==> src/rtl/clkctl_pkg.sv <==
package clkctl_pkg;
    localparam int BYTE_W = 8;

    localparam int PB_CME   = 7;
    localparam int PB_PLLON = 6;
    localparam int PB_AUTO  = 5;
    localparam int PB_ACQ   = 4;
    localparam int PB_PRE   = 2;
    localparam int PB_PCE   = 1;
    localparam int PB_SCME  = 0;

    localparam int SB_RTI = 1;
    localparam int SB_COP = 0;

    typedef enum logic {
        COP_OPEN   = 1'b0,
        COP_LOCKED = 1'b1
    } cop_lock_e;

    typedef enum logic {
        AWAKE  = 1'b0,
        ASLEEP = 1'b1
    } wait_st_e;
endpackage

==> src/rtl/clkctl_pll_reg.sv <==
module clkctl_pll_reg
    import clkctl_pkg::*;
(
    input  logic              clk,
    input  logic              rst,
    input  logic              wr_en,
    input  logic [BYTE_W-1:0] wdata,
    input  logic              self_clk_mode,
    input  logic              pll_selected,
    input  logic              pll_wait,
    input  logic              stop_mode,
    input  logic              vco_far,
    output logic [BYTE_W-1:0] rd_byte,
    output logic              pll_en,
    output logic              clkmon_en,
    output logic              hi_bw,
    output logic              pre_en,
    output logic              pce_en,
    output logic              scm_en
);
    logic cme_q, pllon_q, auto_q, acq_q, pre_q, pce_q, scme_q;
    logic unused_rsvd;

    assign unused_rsvd = wdata[3];

    always_ff @(posedge clk) begin
        if (rst) begin
            cme_q   <= 1'b1;
            pllon_q <= 1'b1;
            auto_q  <= 1'b1;
            acq_q   <= 1'b1;
            pre_q   <= 1'b0;
            pce_q   <= 1'b0;
            scme_q  <= 1'b1;
        end else begin
            if (wr_en) begin
                if (!self_clk_mode) cme_q   <= wdata[PB_CME];
                if (!pll_selected)  pllon_q <= wdata[PB_PLLON];
                if (!pll_wait)      auto_q  <= wdata[PB_AUTO];
                acq_q  <= wdata[PB_ACQ];
                pre_q  <= wdata[PB_PRE];
                pce_q  <= wdata[PB_PCE];
                scme_q <= wdata[PB_SCME];
            end
            if (pll_wait) auto_q <= 1'b1;
        end
    end

    always_comb begin
        rd_byte           = '0;
        rd_byte[PB_CME]   = cme_q;
        rd_byte[PB_PLLON] = pllon_q;
        rd_byte[PB_AUTO]  = auto_q;
        rd_byte[PB_ACQ]   = acq_q;
        rd_byte[PB_PRE]   = pre_q;
        rd_byte[PB_PCE]   = pce_q;
        rd_byte[PB_SCME]  = scme_q;
        pll_en    = pllon_q | self_clk_mode;
        clkmon_en = cme_q & ~stop_mode;
        hi_bw     = auto_q ? vco_far : acq_q;
        pre_en    = pre_q;
        pce_en    = pce_q;
        scm_en    = scme_q;
    end

    a_r2_cme_frozen: assert property (@(posedge clk) disable iff (rst)
        (self_clk_mode && wr_en) |=> (cme_q == $past(cme_q)));

    a_r3_pllon_frozen: assert property (@(posedge clk) disable iff (rst)
        (pll_selected && wr_en) |=> (pllon_q == $past(pllon_q)));

    a_r4_auto_held: assert property (@(posedge clk) disable iff (rst)
        pll_wait |=> auto_q);

    a_r5_pllon_latched: assert property (@(posedge clk) disable iff (rst)
        (self_clk_mode && !pll_selected && wr_en) |=> (pllon_q == $past(wdata[PB_PLLON])));
endmodule

==> src/rtl/clkctl_sel_reg.sv <==
module clkctl_sel_reg
    import clkctl_pkg::*;
(
    input  logic              clk,
    input  logic              rst,
    input  logic              wr_en,
    input  logic              wr_rti,
    input  logic              wr_cop,
    input  logic              special_mode,
    input  logic              wait_mode,
    output logic [BYTE_W-1:0] rd_byte,
    output logic              rti_stop,
    output logic              rti_clr,
    output logic              cop_stop,
    output logic              cop_clr
);
    cop_lock_e lock_q, lock_d;
    wait_st_e  wst_q, wst_d;
    logic      rtiwai_q, copwai_q;
    logic      cop_wr_ok;

    always_comb begin
        lock_d = lock_q;
        unique case (lock_q)
            COP_OPEN:   if (wr_en && !special_mode) lock_d = COP_LOCKED;
            COP_LOCKED: lock_d = COP_LOCKED;
        endcase
        wst_d = wst_q;
        unique case (wst_q)
            AWAKE:  if (wait_mode)  wst_d = ASLEEP;
            ASLEEP: if (!wait_mode) wst_d = AWAKE;
        endcase
    end

    always_ff @(posedge clk) begin
        if (rst) begin
            lock_q <= COP_OPEN;
            wst_q  <= AWAKE;
        end else begin
            lock_q <= lock_d;
            wst_q  <= wst_d;
        end
    end

    assign cop_wr_ok = special_mode || (lock_q == COP_OPEN);

    always_ff @(posedge clk) begin
        if (rst) begin
            rtiwai_q <= 1'b0;
            copwai_q <= 1'b0;
        end else if (wr_en) begin
            rtiwai_q <= wr_rti;
            if (cop_wr_ok) copwai_q <= wr_cop;
        end
    end

    always_comb begin
        rd_byte         = '0;
        rd_byte[SB_RTI] = rtiwai_q;
        rd_byte[SB_COP] = copwai_q;
        rti_stop = wait_mode & rtiwai_q;
        cop_stop = wait_mode & copwai_q;
        rti_clr  = wait_mode & (wst_q == AWAKE) & rtiwai_q;
        cop_clr  = wait_mode & (wst_q == AWAKE) & copwai_q;
    end

    a_r7_cop_locked: assert property (@(posedge clk) disable iff (rst)
        (lock_q == COP_LOCKED && !special_mode && wr_en) |=> $stable(copwai_q));

    a_r7_lock_sticky: assert property (@(posedge clk) disable iff (rst)
        (lock_q == COP_LOCKED) |=> (lock_q == COP_LOCKED));

    a_r8_rti_pulse: assert property (@(posedge clk) disable iff (rst)
        rti_clr |=> !rti_clr);

    a_r8_cop_pulse: assert property (@(posedge clk) disable iff (rst)
        cop_clr |=> !cop_clr);
endmodule

==> src/rtl/clkctl_regbank.sv <==
module clkctl_regbank
    import clkctl_pkg::*;
#(
    parameter int ADDR_W   = 2,
    parameter int PLL_ADDR = 0,
    parameter int SEL_ADDR = 1
) (
    input  logic              clk,
    input  logic              rst,
    input  logic [ADDR_W-1:0] bus_addr,
    input  logic              bus_we,
    input  logic [7:0]        bus_wdata,
    output logic [7:0]        bus_rdata,
    input  logic              self_clk_mode,
    input  logic              pll_selected,
    input  logic              pll_wait,
    input  logic              special_mode,
    input  logic              wait_mode,
    input  logic              stop_mode,
    input  logic              vco_far,
    output logic              pll_en,
    output logic              clkmon_en,
    output logic              hi_bw,
    output logic              pre_en,
    output logic              pce_en,
    output logic              scm_en,
    output logic              rti_stop,
    output logic              rti_clr,
    output logic              cop_stop,
    output logic              cop_clr
);
    localparam logic [ADDR_W-1:0] A_PLL = ADDR_W'(PLL_ADDR);
    localparam logic [ADDR_W-1:0] A_SEL = ADDR_W'(SEL_ADDR);

    logic [BYTE_W-1:0] pll_byte, sel_byte;
    logic              pll_wr, sel_wr;

    assign pll_wr = bus_we && (bus_addr == A_PLL);
    assign sel_wr = bus_we && (bus_addr == A_SEL);

    clkctl_pll_reg u_pll (
        .clk(clk), .rst(rst), .wr_en(pll_wr), .wdata(bus_wdata),
        .self_clk_mode(self_clk_mode), .pll_selected(pll_selected),
        .pll_wait(pll_wait), .stop_mode(stop_mode), .vco_far(vco_far),
        .rd_byte(pll_byte), .pll_en(pll_en), .clkmon_en(clkmon_en),
        .hi_bw(hi_bw), .pre_en(pre_en), .pce_en(pce_en), .scm_en(scm_en)
    );

    clkctl_sel_reg u_sel (
        .clk(clk), .rst(rst), .wr_en(sel_wr),
        .wr_rti(bus_wdata[SB_RTI]), .wr_cop(bus_wdata[SB_COP]),
        .special_mode(special_mode), .wait_mode(wait_mode),
        .rd_byte(sel_byte), .rti_stop(rti_stop), .rti_clr(rti_clr),
        .cop_stop(cop_stop), .cop_clr(cop_clr)
    );

    always_comb begin
        if (bus_addr == A_PLL)      bus_rdata = pll_byte;
        else if (bus_addr == A_SEL) bus_rdata = sel_byte;
        else                        bus_rdata = '0;
    end

    a_r10_unmapped_zero: assert property (@(posedge clk) disable iff (rst)
        (bus_addr != A_PLL && bus_addr != A_SEL) |-> (bus_rdata == 8'h00));
endmodule

==> config.mk <==
export PLATFORM = sky130hd
export DESIGN_NAME = clkctl_regbank
export DESIGN_NICKNAME = d
export VERILOG_FILES = /design/src/rtl/clkctl_pkg.sv /design/src/rtl/clkctl_pll_reg.sv /design/src/rtl/clkctl_sel_reg.sv /design/src/rtl/clkctl_regbank.sv
export SDC_FILE = /design/constraint.sdc
export NUM_CORES = 1
export LEC_CHECK = 0
export ABC_AREA = 1
export BUFFER_PORTS_ARGS = -buffer_cell sky130_fd_sc_hd__buf_2
export CORE_MARGIN = 5
export CORE_UTILIZATION = 42
export CTS_CLUSTER_DIAMETER = 150
export DETAILED_ROUTE_END_ITERATION = 12
export PLACE_DENSITY = 0.85
export SYNTH_ARGS = -nofsm -noshare
export SYNTH_HDL_FRONTEND = slang
export SYNTH_SLANG_ARGS = --single-unit
==> constraint.sdc <==
create_clock -name clk -period 2.2 [get_ports clk]
set_input_delay 0.66 -clock clk [delete_from_list [all_inputs] [get_ports clk]]
set_output_delay 0.66 -clock clk [all_outputs]
set_load 0.05 [all_outputs]
==> impl_metrics.csv, run 1 <==
group,metric,value,unit
setup_path,crit_top_cell,"buf_2",
global_routing,met2_usage,23.1,%
power_and_ir_drop,internal_power,0.314,mW
cells_and_area,diodes,0,
global_routing,grt_pass1_wl,2160,µm
power_and_ir_drop,switchingPower,0.162,mW
global_routing,antenna_found_initial,0,
yosys,synthCells,87,
global_routing,grt_usage,13.3,%
timing,hold_viol_final,0,
yosys,ys_seq_area_share,39.0,%
timing,fmaxAchievable,482,MHz
clock_network,tritoncts,"built",
setup_path,cp_top_family,"buffers and inverters",
clock_network,cts_resized,0,
cells_and_area,multi_input_area,268,µm²
drt,first_iter_violations,13,
placement,hpwl,1150,µm
outcome,outcome,"complete, no violations",
power_and_ir_drop,p_per_area,604,nW/µm²
cells_and_area,fin_cells,141,
yosys,synth_area_leaders,"dfxtp_1, inv_1, nor2_1",
clock_network,clk_latency,250,ps
setup_path,cp_slowest_cell,"buf_2",
timing,period_needed,2070,ps
yosys,async_flop_share,0,%
placement,gp_congestion,0.822,
yosys,syn_avg_cell_area,6.49,µm²
power_and_ir_drop,sequentialPowerShare,44.9,%
clock_network,numClockSinks,11,
placement,dp_cells,137,
clock_network,numCtsBuffers,3,
die,start_util,43.9,%
timing,rsz0062_at_grt,"no",
cells_and_area,drive_gt1_share,37.3,%
yosys,synth_edf_count,0,
clock_network,htree_num_levels,1,
die,core_area,1280,µm²
global_routing,met3_usage,4.69,%
setup_path,crit_path_end_kind,"primary output",
power_and_ir_drop,p_leak,0.491,nW
setup_path,required,1540,ps
clock_network,hold_buffers,0,
placement,port_buffers,35,
cells_and_area,nets,147,
setup_path,critPathKind,"input pin to primary output",
setup_path,crit_path_max_incr_delay,270,ps
yosys,synth-main-ff-cell,"dfxtp_1",
setup_path,cp.arrival,1410,ps
die,num_rows,13,
setup_path,worstPathCellList,"buf_2, inv_2, nor2_2, inv_1, o21ai_2, buf_2",
yosys,synth_top_area_cell,"dfxtp_1",
yosys,synth-seq-cells,11,
global_routing,grt.met1_usage,15.3,%
job,cap_violations,0,
clock_network,clock-root-buffer,"clkbuf_4",
yosys,syn_area,564,µm²
clock_network,cts.clk_slew.worst_paths,70,ps
global_routing,grt_pass1_vias,562,
setup_path,reg2regPathDepth,5,
global_routing,busiest_layer,"met2",
die,io_pins,38,
yosys,synth_top_area_share,39.0,%
power_and_ir_drop,p_clk_share,27.7,%
setup_path,critical_path_buf_inv_count,4,
global_routing,grt_max_degree,11,
drt,wire_per_inst,9.73,µm
timing,setup_viol,0,
drt,drt_first_pass_iters,4,
drt,viasPerCell,4.60,
timing,drv_slew,0,
min_path,hold_depth,2,
setup_path,worstSetupPathDepth,6,
yosys,yosys_warnings,0,
global_routing,grt_overflow,0,
drt,ant_nets,0,
power_and_ir_drop,swShare,34.0,%
setup_path,start_kind,"input pin",
timing,clock_skew,0.314,ps
setup_path,crit_fanout,3,
die,die_w,46.7,µm
drt,vias,649,
clock_network,cts_buffer_depth,2,
yosys,syn_nets,107,
timing,min_period_over_period,94.3,%
clock_network,post_cts_buffers,0,
die,fp.dieArea,2180,µm²
yosys,synth_cell_types,19,
power_and_ir_drop,p_comb_share,27.5,%
yosys,ys_top_cells_by_count,"inv_1, nor2_1, nand2_1",
die,die_h,46.7,µm
timing,fin_tns_setup,0,ps
cells_and_area,seq_area,220,µm²
drt,finalWirelength,1370,µm
power_and_ir_drop,peakVddDrop,409,µV
cells_and_area,num-fill-cells,117,
min_path,worstHoldPathType,"flop to flop",
cells_and_area,area_growth_syn_to_layout,39.7,%
drt,post-route-drc-count,0,
cell usage in the layout (no fill, tap or decap), drive strengths merged:
master / count
buf: 36
nor2: 19
inv: 18
nand2: 17
dfxtp: 11
nand3: 7
o21ai: 7
clkbuf: 4
a21oi: 3
o211ai: 1
clkinv: 1
nand4: 1
conb: 1
cell type report:
class                           instances  share of cell area [%]
Clock buffer                            4                    3.33
Inverter                               19                    9.21
Multi-Input combinational cell         56                    34.0
Sequential cell                        11                    27.9
Tap cell                               15                    2.38
Timing Repair Buffer                   36                    23.2
worst min-delay path, delay by kind of cell, from the launching register on:
family	cells	cell delay, ps
DFF	1	320
AOI/OAI and AO/OA	1	60
and+or+nand+nor	1	50
logic make-up after synthesis:
logic type             share of synthesized area, %
AO/OA/AOI/OAI                                  10.9
buffers and inverters                          14.2
flip-flops                                     39.0
AND/OR/NAND/NOR                                35.3
other                                         0.665
power groups by stage:
stage          combinational [mW]  clock [mW]  sequential [mW]
2_1_floorplan              0.0809           0            0.227
3_3_place_gp                0.129           0            0.218
3_5_place_dp                0.131           0            0.218
4_1_cts                     0.132       0.134            0.213
5_1_grt                     0.141       0.147            0.214
6_report                    0.131       0.132            0.213
per-layer routing:
layer	vias to the layer above	wire length (µm)
met2	19	670
li1	342	-
met1	284	546
met4	0	32
met5	-	0
met3	4	122
sequential cells by signal, summed over array words and instances, names as in the netlist:
register        flops
u_pll.auto_q        1
u_sel.wst_q         1
u_sel.lock_q        1
u_sel.copwai_q      1
u_pll.scm_en        1
u_pll.pre_en        1
u_pll.pllon_q       1
u_pll.pce_en        1
u_pll.acq_q         1
u_pll.cme_q         1
u_sel.rtiwai_q      1
final timing paths:
check | start | endpoint | slack, ps
worst min register to register | u_pll.pllon_q$_SDFFE_PP1P_ | u_pll.pllon_q$_SDFFE_PP1P_ | 460
worst max-delay path | bus_addr[0] | bus_rdata[1] | 130
worst max register to register | u_sel.lock_q$_SDFF_PP0_ | u_sel.copwai_q$_SDFFE_PP0P_ | 1470
worst min-delay path | u_pll.pllon_q$_SDFFE_PP1P_ | u_pll.pllon_q$_SDFFE_PP1P_ | 460
through the flow:
| step | power, mW | hold WS (ps) | instance area, µm² | utilization (%) | worst slack, ps |
|---|---|---|---|---|---|
| 2_1_floorplan | 0.308 | 434 | 568 | - | 78.4 |
| 3_3_place_gp | 0.347 | 444 | 762 | 59.3 | 151 |
| 3_5_place_dp | 0.349 | 452 | 762 | 59.3 | 141 |
| 4_1_cts | 0.479 | 462 | 788 | 61.3 | 136 |
| 5_1_grt | 0.502 | 480 | 788 | 61.3 | 91.5 |
| 6_report | 0.476 | 463 | 788 | 61.3 | 126 |
Note: power is estimated with default switching activity, not from simulation.
==> run 2: changes to the inputs <==
--- a/config.mk
+++ b/config.mk
@@ -8,10 +8,12 @@
 export ABC_AREA = 1
 export BUFFER_PORTS_ARGS = -buffer_cell sky130_fd_sc_hd__buf_2
 export CORE_MARGIN = 5
-export CORE_UTILIZATION = 42
+export CORE_UTILIZATION = 47
 export CTS_CLUSTER_DIAMETER = 150
 export DETAILED_ROUTE_END_ITERATION = 12
-export PLACE_DENSITY = 0.85
+export PLACE_DENSITY = 0.86
+export SKIP_CTS_REPAIR_TIMING = 1
 export SYNTH_ARGS = -nofsm -noshare
 export SYNTH_HDL_FRONTEND = slang
+export SYNTH_HIERARCHICAL = 1
 export SYNTH_SLANG_ARGS = --single-unit
==> run 2 against run 1 <==
Worst setup slack hardly changed. Clock skew grew 7.5 ps. Hold slack improved by 38 ps. Via count up 8.3%. Sequential share of layout area decreased by 2.4 points. Core utilization is 4.1 points lower. Clock power barely moved. Critical endpoint is now bus_rdata[5]. Sequential power about the same. Non-clock buffer count is 1 higher. Wire length grew 16%.
==> impl_metrics.csv, run 2 <==
group,metric,value,unit
outcome,outcome,"complete, no violations",
min_path,hold_start,"u_pll/cme_q$_SDFFE_PP1P_",
cells_and_area,area_growth_syn_to_layout,15.2,%
cells_and_area,final_common_cell,"buf_2",
yosys,yosys_warnings,6,
setup_path,r2r_start,"u_sel/lock_q$_SDFF_PP0_",
cells_and_area,layout_common_cells,"buf_2, nand2_1, nand3_1",
global_routing,antenna_found_initial,0,
yosys,synth_area_leaders,"dfxtp_1, buf_4, nand2_1",
placement,dp_cells,155,
drt,drt_first_pass_iters,4,
clock_network,numCtsBuffers,3,
timing,rsz0062_at_grt,"no",
global_routing,grt_max_degree,11,
global_routing,busiest_layer,"met2",
global_routing,grt_pass1_wl,2460,µm
yosys,syn_area,748,µm²
setup_path,reg2reg_to,"u_sel/copwai_q$_SDFFE_PP0P_",
global_routing,grt_usage,12.5,%
global_routing,grt_overflow,0,
timing,fin_tns_setup,0,ps
clock_network,clk_latency,260,ps
yosys,synth-seq-cells,11,
cells_and_area,num-fill-cells,146,
power_and_ir_drop,p_per_area,579,nW/µm²
drt,post-route-drc-count,0,
drt,finalWirelength,1590,µm
cells_and_area,multi_input_area,343,µm²
yosys,synthMuxAreaShare,0,%
yosys,ys_seq_area_share,29.4,%
die,fp.dieArea,2490,µm²
min_path,worstHoldEndpoint,"u_pll/cme_q$_SDFFE_PP1P_",
timing,drv_slew,0,
cells_and_area,drive_gt1_share,35.0,%
yosys,syn_avg_cell_area,6.51,µm²
setup_path,crit_fanout,8,
clock_network,clock-root-buffer,"clkbuf_4",
drt,first_iter_violations,13,
drt,vias,703,
timing,hold_viol_final,0,
power_and_ir_drop,p_clk_share,26.5,%
die,num_rows,14,
timing,clock_skew,7.78,ps
setup_path,cp.arrival,1410,ps
clock_network,htree_num_levels,1,
power_and_ir_drop,internal_power,0.316,mW
die,die_w,49.9,µm
min_path,hold_depth,2,
yosys,synth_top_area_cell,"dfxtp_1",
clock_network,cts.clk_slew.worst_paths,70,ps
timing,min_period_over_period,94.3,%
global_routing,met3_usage,3.92,%
timing,setup_viol,0,
setup_path,reg2regPathDepth,3,
yosys,ys_top_cells_by_count,"nand2_1, buf_4, nand3_1",
placement,hpwl,1310,µm
cells_and_area,diodes,0,
drt,ant_nets,0,
global_routing,met2_usage,18.0,%
yosys,synth-main-ff-cell,"dfxtp_1",
power_and_ir_drop,p_leak,0.542,nW
yosys,synth_top_family_by_area,"simple AND/OR/NAND/NOR gates",
yosys,async_flop_share,0,%
yosys,yosysMostFrequentCell,"nand2_1",
yosys,synth-xor-area-share,0,%
placement,port_buffers,35,
power_and_ir_drop,switchingPower,0.183,mW
clock_network,tritoncts,"built",
power_and_ir_drop,peakVddDrop,342,µV
yosys,yosys.area_share.simple,35.8,%
setup_path,rrSetupSlack,1500,ps
yosys,synthCells,115,
global_routing,grt.met1_usage,16.3,%
global_routing,grt_pass1_vias,545,
power_and_ir_drop,p_comb_share,30.4,%
drt,viasPerCell,4.42,
die,io_pins,38,
die,core_area,1510,µm²
timing,fmaxAchievable,482,MHz
placement,gp_congestion,0.731,
cells_and_area,seq_area,220,µm²
yosys,synth_top_area_share,29.4,%
clock_network,numClockSinks,11,
job,cap_violations,0,
timing,period_needed,2070,ps
setup_path,critPathKind,"input pin to primary output",
setup_path,start_kind,"input pin",
yosys,synth_edf_count,0,
yosys,synth-adder-area-share,0,%
die,die_h,49.9,µm
setup_path,required,1540,ps
drt,wire_per_inst,9.97,µm
cells_and_area,fin_cells,159,
die,start_util,49.7,%
yosys,synth_compound_area_share,6.52,%
setup_path,crit_path_end_kind,"primary output",
min_path,worstHoldPathType,"flop to flop",
yosys,synth_cell_types,19,
power_and_ir_drop,swShare,36.7,%
power_and_ir_drop,sequentialPowerShare,43.0,%
cells_and_area,nets,164,
clock_network,cts_buffer_depth,2,
## run 2: cell types whose count changed in the layout (fill, tap and decap cells not counted), moves of 2 or more
| cell | change |
|---|---|
| nand2_2 | +2 |
| nor2_1 | -7 |
| inv_1 | -5 |
| nand3_1 | +9 |
| conb_1 | +6 |
| nand2_1 | +13 |
| o21ai_0 | -2 |
| a21oi_1 | +2 |
## run 2: logic make-up after synthesis
family          after synthesis
compound gates                9
buf+inv                      33
flops                        11
other cells                   2
simple gates                 60
## run 2: per-stage QoR
| stage | cell area (µm²) | hold slack [ps] | power, mW | utilization [%] | setup WS [ps] |
|---|---|---|---|---|---|
| 6_report | 862 | 501 | 0.499 | 57.2 | 126 |
| 5_1_grt | 862 | 518 | 0.531 | 57.2 | 62.5 |
| 4_1_cts | 862 | 485 | 0.505 | 57.2 | 113 |
| 3_5_place_dp | 835 | 466 | 0.371 | 55.4 | 112 |
| 3_3_place_gp | 835 | 464 | 0.368 | 55.4 | 140 |
| 2_1_floorplan | 767 | 443 | 0.346 | - | 94.7 |
## run 2: how the worst max path moves through the flow
stage / startpoint / to / cells past startpoint
after CTS: bus_addr[0] / bus_rdata[5] / 5
after global placement: bus_addr[0] / bus_rdata[1] / 5
after global routing: bus_addr[0] / bus_rdata[6] / 5
after floorplan: u_pll/acq_q$_SDFFE_PP1P_ / hi_bw / 2
after detailed placement: bus_addr[0] / bus_rdata[5] / 5
final: bus_addr[0] / bus_rdata[5] / 5
## run 2: power groups by stage
stage | combinational [mW] | clock (mW) | sequential (mW)
after floorplan | 0.118 | 0 | 0.228
after CTS | 0.152 | 0.139 | 0.215
after global routing | 0.163 | 0.152 | 0.216
after global placement | 0.148 | 0 | 0.219
after detailed placement | 0.151 | 0 | 0.219
final | 0.152 | 0.132 | 0.215
## run 2: critical path, stage by stage
cell and delay (ps):
buf_2 150, nor2_4 200, nand2_1 80, nand2_1 60, buf_2 250
## run 2: layout make-up
class                   instances  area share (%)
clock buffers                   3            2.61
clock inverters                 1           0.581
inverters                      15            7.11
multi-input cells              76            39.8
flip-flops and latches         11            25.5
well taps                      16            2.32
repair buffers                 37            22.1
## run 2: layer usage
metal | routed length (µm) | vias to the layer above
li1 | - | 388
met1 | 706 | 294
met2 | 768 | 19
met3 | 95 | 2
met4 | 14 | 0
met5 | 0 | -
==> run 3: changes to the inputs <==
--- a/config.mk
+++ b/config.mk
@@ -7,11 +7,13 @@
 export LEC_CHECK = 0
 export ABC_AREA = 1
 export BUFFER_PORTS_ARGS = -buffer_cell sky130_fd_sc_hd__buf_2
+export CELL_PAD_IN_SITES_DETAIL_PLACEMENT = 1
+export CELL_PAD_IN_SITES_GLOBAL_PLACEMENT = 2
 export CORE_MARGIN = 5
-export CORE_UTILIZATION = 47
+export CORE_UTILIZATION = 23
 export CTS_CLUSTER_DIAMETER = 150
 export DETAILED_ROUTE_END_ITERATION = 12
-export PLACE_DENSITY = 0.86
+export PLACE_DENSITY = 0.85
 export SKIP_CTS_REPAIR_TIMING = 1
 export SYNTH_ARGS = -nofsm -noshare
 export SYNTH_HDL_FRONTEND = slang
==> run 3 against run 2 <==
Wire length is 24% higher. Critical path depth stayed put. Fmax is 0.32% lower. Core utilization is 28 points lower. First-iteration DRC count is 23% lower. Clock power is 4% higher.
==> impl_metrics.csv, run 3 (same netlist as run 2, synthesis figures left out) <==
group,metric,value,unit
cells_and_area,diodes,0,
clock_network,tritoncts,"built",
placement,dp_cells,183,
power_and_ir_drop,power,0.506,mW
min_path,hold_start,"u_pll/cme_q$_SDFFE_PP1P_",
cells_and_area,area_growth_syn_to_layout,19.9,%
timing,rsz0062_at_grt,"no",
power_and_ir_drop,p_per_area,564,nW/µm²
placement,gp_congestion,0.681,
setup_path,cp.arrival,1420,ps
cells_and_area,layout_common_cells,"buf_2, nand2_1, nand3_1",
setup_path,cp_top_family,"buffers and inverters",
drt,post-route-drc-count,0,
global_routing,antenna_found_initial,0,
die,num_rows,20,
setup_path,crit_path_max_incr_delay,260,ps
setup_path,crit_fanout,8,
setup_path,critPathKind,"input pin to primary output",
clock_network,clk_latency,260,ps
cells_and_area,final_common_cell,"buf_2",
timing,clock_skew,0.00697,ps
timing,fin_tns_setup,0,ps
drt,vias,741,
drt,finalWirelength,1970,µm
die,io_pins,38,
setup_path,r2r_start,"u_pll/pre_en$_SDFFE_PP0P_",
placement,hpwl,1690,µm
clock_network,htree_num_levels,1,
clock_network,numCtsBuffers,3,
die,die_h,67.0,µm
job,cap_violations,0,
min_path,worstHoldPathType,"flop to flop",
global_routing,grt_pass1_vias,771,
setup_path,crit_path_end_kind,"primary output",
outcome,outcome,"complete, no violations",
setup_path,critical_path_buf_inv_count,2,
timing,setup_viol,0,
die,core_area,3080,µm²
timing,hold_viol_final,0,
setup_path,cp_slowest_cell,"buf_2",
setup_path,start_kind,"input pin",
timing,fmaxAchievable,481,MHz
die,fp.dieArea,4490,µm²
drt,wire_per_inst,10.5,µm
clock_network,numClockSinks,11,
power_and_ir_drop,p_leak,0.542,nW
cells_and_area,fin_cells,187,
drt,drt_first_pass_iters,4,
clock_network,cts_buffer_depth,2,
power_and_ir_drop,peakVddDrop,268,µV
global_routing,grt_usage,9.79,%
global_routing,grt_max_degree,11,
die,start_util,24.3,%
timing,period_needed,2080,ps
setup_path,worstPathCellList,"buf_2, nor2_4, nand2_1, nand2_1, buf_2",
clock_network,clock-root-buffer,"clkbuf_4",
die,die_w,67.0,µm
cells_and_area,drive_gt1_share,35.0,%
setup_path,required,1540,ps
clock_network,cts.clk_slew.worst_paths,80,ps
cells_and_area,post-route-util,29.1,%
drt,viasPerCell,3.96,
setup_path,startpoint,"bus_addr[0]",
timing,drv_slew,0,
timing,holdWs,492,ps
timing,min_period_over_period,94.6,%
global_routing,grt_overflow,0,
cells_and_area,nets,164,
global_routing,grt_pass1_wl,3290,µm
drt,ant_nets,0,
placement,port_buffers,35,
drt,first_iter_violations,10,
-- run 3: worst paths after layout --
check,slack [ps],cells past startpoint,end
worst max-delay path,120,5,bus_rdata[0]
worst min-delay path,490,2,u_pll/cme_q$_SDFFE_PP1P_
worst max register to register,1490,2,u_pll/pre_en$_SDFFE_PP0P_
worst min register to register,490,2,u_pll/cme_q$_SDFFE_PP1P_
-- run 3: metal layers --
layer / wire length [µm] / GRT usage, % / part of all wire, % / vias to the layer above
met5: 0 / 0 / 0 / -
met4: 18 / 5.32 / 0.92 / 0
met3: 108 / 2.53 / 5.5 / 2
met2: 1050 / 16.8 / 53 / 17
met1: 787 / 10.9 / 40 / 332
li1: - / - / - / 390
-- run 3: per-stage QoR --
step / area (µm²) / worst slack [ps]
2_1_floorplan: 767 / 94.7
3_5_place_dp: 870 / 101
6_report: 897 / 119
3_3_place_gp: 870 / 131
5_1_grt: 897 / 46.2
4_1_cts: 897 / 102
-- run 3: worst min-delay path, delay by kind of cell (launching register included) --
| kind | cells | cell delay (ps) |
|---|---|---|
| simple gates | 2 | 120 |
| flops | 1 | 330 |
-- run 3: cell type report --
| type | count | area (µm²) |
|---|---|---|
| Clock inverter | 1 | 5.00 |
| Clock buffer | 3 | 22.5 |
| Fill cell | 414 | 2180 |
| Tap cell | 44 | 55.1 |
| Timing Repair Buffer | 37 | 190 |
| Sequential cell | 11 | 220 |
| Multi-Input combinational cell | 76 | 343 |
| Inverter | 15 | 61.3 |
-- run 3: power breakdown --
group	total (mW)	internal (mW)	switching [mW]
combinational	0.154	0.0409	0.113
sequential	0.215	0.208	0.00707
clock	0.137	0.0672	0.0697
total	0.506	0.316	0.190
